==> src/rtl/shuf_pkg.sv <==
package shuf_pkg;
  localparam int DWORD_W = 32;
  localparam int LANE_DW = 4;
  localparam int LANES   = 2;
  localparam int SPEC_W  = 4;
  localparam int SEL_W   = $clog2(LANE_DW);
  localparam int LANE_W  = DWORD_W * LANE_DW;
  localparam int VEC_W   = LANE_W * LANES;
  localparam int ORDER_W = SEL_W * LANE_DW;

  typedef enum logic [1:0] {
    MODE_KEEP  = 2'b00,
    MODE_CLEAR = 2'b01,
    MODE_WIDE  = 2'b10,
    MODE_BAD   = 2'b11
  } shuf_mode_e;

  typedef struct packed {
    logic       loadEn;
    shuf_mode_e laneMode;
  } shuf_ctrl_t;
endpackage

==> src/rtl/shuf_ctrl.sv <==
module shuf_ctrl
  import shuf_pkg::*;
(
  input  logic              clk,
  input  logic              rst,
  input  logic              inValid,
  input  logic [1:0]        modeSel,
  input  logic [SPEC_W-1:0] specField,
  output shuf_ctrl_t        ctrlOut,
  output logic              outValid,
  output logic              outFault
);
  shuf_mode_e modeDec;
  logic       specOk;
  logic       modeOk;
  logic       opLegal;

  always_comb begin
    modeDec = shuf_mode_e'(modeSel);
    specOk  = (specField == {SPEC_W{1'b1}});
    modeOk  = (modeDec != MODE_BAD);
    opLegal = specOk && modeOk;
    ctrlOut.loadEn   = inValid && opLegal;
    ctrlOut.laneMode = modeDec;
  end

  always_ff @(posedge clk) begin
    if (rst) begin
      outValid <= 1'b0;
      outFault <= 1'b0;
    end else begin
      outValid <= inValid && opLegal;
      outFault <= inValid && !opLegal;
    end
  end

  a_r6_spec_fault: assert property (@(posedge clk) disable iff (rst)
    (inValid && specField != {SPEC_W{1'b1}}) |=> (outFault && !outValid));
  a_r7_mode_fault: assert property (@(posedge clk) disable iff (rst)
    (inValid && modeSel == 2'b11) |=> (outFault && !outValid));
  a_r9_idle_quiet: assert property (@(posedge clk) disable iff (rst)
    !inValid |=> (!outValid && !outFault));
  a_r9_never_both: assert property (@(posedge clk) disable iff (rst)
    !(outValid && outFault));
  a_r9_valid_from_input: assert property (@(posedge clk) disable iff (rst)
    outValid |-> $past(inValid));
endmodule

==> src/rtl/shuf_datapath.sv <==
module shuf_datapath
  import shuf_pkg::*;
(
  input  logic               clk,
  input  logic               rst,
  input  shuf_ctrl_t         ctrlIn,
  input  logic [VEC_W-1:0]   srcVec,
  input  logic [VEC_W-1:0]   dstVec,
  input  logic [ORDER_W-1:0] orderCtl,
  output logic [VEC_W-1:0]   resultVec
);
  localparam int UPPER_W = VEC_W - LANE_W;

  logic [DWORD_W-1:0] srcDw [LANES][LANE_DW];
  logic [VEC_W-1:0]   shuffled;
  logic [UPPER_W-1:0] upperNext;
  logic [VEC_W-1:0]   nextVec;

  for (genvar ln = 0; ln < LANES; ln++) begin : g_lane
    for (genvar dw = 0; dw < LANE_DW; dw++) begin : g_dw
      assign srcDw[ln][dw] = srcVec[ln*LANE_W + dw*DWORD_W +: DWORD_W];
    end
    for (genvar dw = 0; dw < LANE_DW; dw++) begin : g_pick
      logic [SEL_W-1:0] pick;
      assign pick = orderCtl[dw*SEL_W +: SEL_W];
      assign shuffled[ln*LANE_W + dw*DWORD_W +: DWORD_W] = srcDw[ln][pick];
    end
  end

  always_comb begin
    unique case (ctrlIn.laneMode)
      MODE_KEEP:  upperNext = dstVec[VEC_W-1:LANE_W];
      MODE_CLEAR: upperNext = '0;
      MODE_WIDE:  upperNext = shuffled[VEC_W-1:LANE_W];
      default:    upperNext = resultVec[VEC_W-1:LANE_W];
    endcase
    nextVec = {upperNext, shuffled[LANE_W-1:0]};
  end

  always_ff @(posedge clk) begin
    if (rst)
      resultVec <= '0;
    else if (ctrlIn.loadEn)
      resultVec <= nextVec;
  end

  a_r8_hold_when_idle: assert property (@(posedge clk) disable iff (rst)
    !ctrlIn.loadEn |=> $stable(resultVec));
  a_r5_clear_upper: assert property (@(posedge clk) disable iff (rst)
    (ctrlIn.loadEn && ctrlIn.laneMode == MODE_CLEAR)
      |=> (resultVec[VEC_W-1:LANE_W] == '0));
  a_r4_keep_upper: assert property (@(posedge clk) disable iff (rst)
    (ctrlIn.loadEn && ctrlIn.laneMode == MODE_KEEP)
      |=> (resultVec[VEC_W-1:LANE_W] == $past(dstVec[VEC_W-1:LANE_W])));
  a_r1_low_dword0: assert property (@(posedge clk) disable iff (rst)
    ctrlIn.loadEn |=> (resultVec[DWORD_W-1:0] ==
      $past(srcVec[orderCtl[SEL_W-1:0]*DWORD_W +: DWORD_W])));
endmodule

==> src/rtl/shuf_unit.sv <==
module shuf_unit
  import shuf_pkg::*;
(
  input  logic               clk,
  input  logic               rst,
  input  logic               inValid,
  input  logic [VEC_W-1:0]   srcVec,
  input  logic [VEC_W-1:0]   dstVec,
  input  logic [ORDER_W-1:0] orderCtl,
  input  logic [1:0]         modeSel,
  input  logic [SPEC_W-1:0]  specField,
  output logic               outValid,
  output logic               outFault,
  output logic [VEC_W-1:0]   resultVec
);
  shuf_ctrl_t ctrlBus;

  shuf_ctrl u_ctrl (
    .clk       (clk),
    .rst       (rst),
    .inValid   (inValid),
    .modeSel   (modeSel),
    .specField (specField),
    .ctrlOut   (ctrlBus),
    .outValid  (outValid),
    .outFault  (outFault)
  );

  shuf_datapath u_dp (
    .clk       (clk),
    .rst       (rst),
    .ctrlIn    (ctrlBus),
    .srcVec    (srcVec),
    .dstVec    (dstVec),
    .orderCtl  (orderCtl),
    .resultVec (resultVec)
  );
endmodule

==> config.mk <==
export PLATFORM = sky130hd
export DESIGN_NAME = shuf_unit
export DESIGN_NICKNAME = d
export VERILOG_FILES = /design/src/rtl/shuf_pkg.sv /design/src/rtl/shuf_ctrl.sv /design/src/rtl/shuf_datapath.sv /design/src/rtl/shuf_unit.sv
export SDC_FILE = /design/constraint.sdc
export NUM_CORES = 1
export LEC_CHECK = 0
export BUFFER_PORTS_ARGS = -buffer_cell sky130_fd_sc_hd__buf_2
export CAP_MARGIN = 0
export CORE_AREA = 2 2 304 306
export DETAILED_ROUTE_END_ITERATION = 7
export DIE_AREA = 0 0 306 308
export HOLD_SLACK_MARGIN = 0.05
export PLACE_DENSITY = 0.52
export SLEW_MARGIN = 20
export SYNTH_ARGS = -nofsm -noshare
export SYNTH_HDL_FRONTEND = slang
export SYNTH_HIERARCHICAL = 1
export SYNTH_SLANG_ARGS = --single-unit
==> constraint.sdc <==
create_clock -name clk -period 1.9 [get_ports clk]
set_input_delay 0.475 -clock clk [delete_from_list [all_inputs] [get_ports clk]]
set_output_delay 0.475 -clock clk [all_outputs]
set_load 0.03 [all_outputs]
# ---- Word level (Yosys, flattened, before mapping)
# Index checks and enable logic that the tools add are counted.
dict set report totals {
  reg_bits 258
  in_bits 529
  output_inout_bits 258
  elab_cells 48
}
dict set report op_classes {
  order_cmp 4
  eq_ne 4
  muxes 25
  n_bitwise 4
  n_reduce_logical 7
}
# operator count
set op_table {}
lappend op_table {{32-bit binary-select mux with 2-bit select} 8}
lappend op_table {{32-bit two-way mux} 16}
lappend op_table {{128-bit case mux with 3 select lines} 1}
lappend op_table {{3-bit greater-or-equal comparator, second input constant} 4}
lappend op_table {{2-bit inverter with 3-bit output} 4}
lappend op_table {{4-bit == test, second input constant} 1}
lappend op_table {{1-bit logical AND} 3}
lappend op_table {{3-bit nonzero test} 1}
lappend op_table {{2-bit by 1-bit == test with 1-bit output, second input constant} 1}
lappend op_table {{2-bit == test, second input constant} 1}
lappend op_table {{2-bit zero test} 1}
lappend op_table {{2-bit inequality test, second input constant} 1}
lappend op_table {{2-bit AND reduction} 1}
lappend op_table {{1-bit zero test} 1}

# ---- Longest topological paths before layout
dict set report logic_depth {
  depth_word 5
  depth_mapped 9
  depth_no_buf 5
}

# ---- Hierarchy
# The synthesis kept the hierarchy.
# mod instances cells_each area_per_inst_um2 seq_area_each_um2
set modules_own_cells {}
lappend modules_own_cells {shuf_datapath 1 1466 16654.7 5124.9}
lappend modules_own_cells {shuf_ctrl 1 10 98.8 40.0}

# ---- Least setup slack after synthesis
# No wires, ideal clock.
dict set report synth_timing {
  kind {input to register}
  start {input modeSel[0]}
  end {register u_dp.resultVec[194]}
  setup_ns 0.138
  arrival_ns 1.805
  t_required_ns 1.762
  setup_slack_ns -0.043
  path_stages 9
  n_path_buf 4
  path_cell_list {buf_4 -> inv_1 -> ha_1 -> buf_6 -> and3b_1 -> buf_2 -> buf_2 -> a222oi_1 -> a211oi_1}
}
dict set report synth_between {
  elab_chain_len 4
  word_cells_on_any_way 9
  cone_classes {eq/ne: 3; mux: 1; reduce/logical: 5}
}
# element line_no
set synth_rtl {}
lappend synth_rtl {{start: declaration} shuf_unit.sv:10} ;# input logic [1:0] modeSel,
lappend synth_rtl {{2-bit inequality test} shuf_ctrl.sv:21} ;# modeOk = (modeDec != MODE_BAD);
lappend synth_rtl {{1-bit logical AND} shuf_ctrl.sv:22} ;# opLegal = specOk && modeOk;
lappend synth_rtl {{1-bit logical AND} shuf_ctrl.sv:23} ;# ctrlOut.loadEn = inValid && opLegal;
lappend synth_rtl {{2-bit AND reduction (no source line)} n/a}
lappend synth_rtl {{end signal: assignment} shuf_datapath.sv:44} ;# resultVec <= nextVec;
lappend synth_rtl {{end: declaration} shuf_datapath.sv:10} ;# output logic [VEC_W-1:0] resultVec
# Parallel ways exist; a longest one is shown, timed or not.
# A chain may end at the register's enable or synchronous reset.

# ---- Worst setup path after layout
dict set report layout_timing {
  start {register u_dp.resultVec[221]}
  end {output resultVec[221]}
}
# element line_no
set layout_rtl {}
lappend layout_rtl {{end: declaration} shuf_unit.sv:14} ;# output logic [VEC_W-1:0] resultVec
# No word-level cell between the ends.

==> implementation parameters <==
Parameter                              Value

Outcome
  Outcome ... finished with violations
  Violated checks ... design-rule violations

Yosys
  Number of synthesized flops with an enable pin ... 0
  Synthesized netlist net count ... 2007
  Count of unique library cells instantiated by Yosys ... 28
  Most frequently used cell type in the post-synthesis netlist ... dfxtp_1
  Average footprint of a synthesized cell ... 11.4 µm²
  Post-synth top area cell ... dfxtp_1
  Commonest cells in the synthesized netlist ... 258 x dfxtp_1, 256 x nor2_1, 209 x mux2_1
  Async set or reset register ratio after synthesis ... 0
  Post-synthesis cell area ... 0.0168 mm²
  Area contributors post-synth ... dfxtp_1 31%, mux4_2 17%, mux2_1 14%, a222oi_1 7.6%, mux2i_1 7.6%
  Warning count from the yosys run ... 6
  Number of register bits inferred by synthesis ... 258
  Sequential fraction of the synthesis area ... 0.308
  Most used flip-flop cell after synthesis ... dfxtp_1
  Instance count of the mapped netlist ... 1476
  Share of Yosys cell area claimed by the top area cell type ... 0.308

Critical path
  Cell count along the critical path ... 1
  Slowest cell on the critical path ... buf_2
  CP Data Arrival Time ... 1.27 ns
  Number of cell instances on the worst register-to-register path ... 2
  Stage delay of the slowest cell on the critical path ... 0.36 ns
  Worst setup EP type ... primary output
  Endpoint required time on the critical path ... 1.42 ns
  Cell family contributing the most delay on the critical path ... buffers and inverters
  Count of buffering cells on the critical path with inverters included ... 1
  Setup crit start kind ... flop
  Biggest fanout along the worst timing path ... 2
  Setup Crit Path Kind ... flop to primary output
  Critical-path cell list ... buf_2

STA
  Setup Skew ... 0 ns
  Setup repair after global routing missed its margin ... false
  Final hold slack ... 0.182 ns
  Time the final worst path needs with I/O delays and setup ... 1.74 ns
  Final-layout setup total negative slack ... 0 ns
  Final cycle utilization of the critical path ... 0.918
  Slew at the pin closest to its max-slew limit ... 0.423 ns
  Normalized max-slew margin ... 0.718
  Fin worst setup slack ... 0.155 ns
  Setup Viol. Count Final ... 0
  Hold Fails Final Rpt ... 0
  Number of pins with negative max-slew slack in the final report ... 0
  Maximum clock frequency ... 573 MHz

Global routing
  Number of global-route vias before repair ... 16252
  Wire length of the first global-routing pass ... 125000 µm
  Pin count of the biggest net entering global routing ... 53
  Leftover overflow at the end of global routing ... 0
  Initial antenna violation count ... 63
  Global router's overall resource usage ... 0.184

Clocking
  Max H-tree Level ... 2
  Clock tree from TritonCTS ... yes
  Clock tree root driver cell ... clkbuf_16
  Number of clock buffers inserted by TritonCTS ... 35
  Clk_lat worst skew ... 0.56 ns
  Clock edge transition at the registers on the reported setup and hold paths ... 0.06 ns
  Number of post-CTS setup repair buffers ... 0
  Clock sink count ... 258
  Max clock buf depth ... 3
  Number of hold buffers added after cts ... 0
  Cts repair resizes ... 0

Power and ir drop
  PD cells ... 660 mW/mm²
  Post-route total power ... 15.4 mW
  Max IR drop VDD ... 451 µV
  Leak pwr ... 9.32 nW

Worst hold path
  Hold/Removal Path Class ... primary input to flop
  Worst Hold Depth ... 3

Floorplan
  Die outline width ... 306 µm
  Area of the core ... 0.0910 mm²
  I/O pin count ... 787
  DIE HEIGHT ... 308 µm
  Total die area ... 0.0942 mm²
  Row cnt ... 111
  Initial core utilization ... 0.184

Placed design
  Cell Count Post-Placement ... 3306
  Placed wire-length estimate ... 72300 µm
  Worst-case setup slack after placement ... -0.242 ns
  Global placer's final weighted congestion ... 0.837
  IO buf count ... 658

Drt
  Number of violations reported at the end of detailed-routing iteration 0 ... 1753
  Final routed wirelength across all metal layers ... 90600 µm
  Post-DRT Antenna Nets ... 0
  Detailed-route vias per instance ... 4.89
  Drt wl/cell ... 26.8 µm
  Via count of the routed design ... 16517
  Residual DRC ... 12
  Pre-Repair DR Iteration Count ... 8

Final layout
  Number of nets in the finished design ... 2688
  Final Non-Filler Cells ... 3376
  Fraction of layout cells with a size suffix above 1 ... 0.485
  Storage element area ... 0.00516 mm²
  Area growth from synthesis to layout ... 39.6%
  Multi-input logic area ... 0.0105 mm²
  Count of fill cells added during filler insertion ... 9756

Flow run
  Max-capacitance violation count ... 0
path summary, 6_finish.rpt:
path | endpoint | slack [ns] | from
min | u_ctrl/outValid$_SDFF_PP0_ | 0.18 | inValid
max reg2reg | u_dp/resultVec[192]$_SDFFE_PP0P_ | 1.13 | u_dp/resultVec[192]$_SDFFE_PP0P_
min reg2reg | u_dp/resultVec[4]$_SDFFE_PP0P_ | 0.49 | u_dp/resultVec[4]$_SDFFE_PP0P_
max | resultVec[221] | 0.16 | u_dp/resultVec[221]$_SDFFE_PP0P_
where the power goes:
part           switching, mW  internal (mW)  total, mW
logic                   1.74           1.66       3.41
clock network           2.70           3.81       6.51
registers             0.0393           5.49       5.53
total                   4.48           11.0       15.4
through the flow:
stage               area, µm²   util
floorplan               16800      -
CTS                     23400  0.257
global route            23400  0.257
finish                  23400  0.257
global placement        22300  0.245
detailed placement      22300  0.245
cells in the final DEF, fill, tap and decap left out, types with 4 or more instances in the layout:
master     instances
a222oi_1         128
clkbuf_1           8
dfxtp_1          258
clkbuf_8           6
mux4_2           128
buf_12            50
buf_4            115
nor3b_4            4
mux2_1           209
buf_2            653
mux2_2            46
clkbuf_16         36
nor2_1           256
diode_2           16
mux2i_1          128
and3b_2            4
a211oi_1         128
logic make-up after synthesis:
family | share of synthesized area
AND/OR/NAND/NOR | 0.0652
flip-flops | 0.308
adder cells (fa/ha/maj) | 0.00149
buffers and inverters | 0.0698
AO/OA/AOI/OAI | 0.134
multiplexers | 0.421
metal layers:
metal | track usage | share of wire
met2 | 0.291 | 0.45
met5 | 0 | 0.0036
met4 | 0.0615 | 0.033
met3 | 0.0830 | 0.12
met1 | 0.222 | 0.40
state kept, by name, indices dropped and copies added (netlist names):
name,flops
u_ctrl/outFault,1
u_ctrl/outValid,1
u_dp/resultVec,256
final cells by class:
cell class	count	area share
diodes	16	0.00171
clock buffers	50	0.0433
clock inverters	4	0.00257
inverters	1	0.000160
multi-input cells	1041	0.448
flip-flops and latches	258	0.221
well taps	1186	0.0634
repair buffers	820	0.221
No activity file was read; power rests on OpenSTA's default activity.
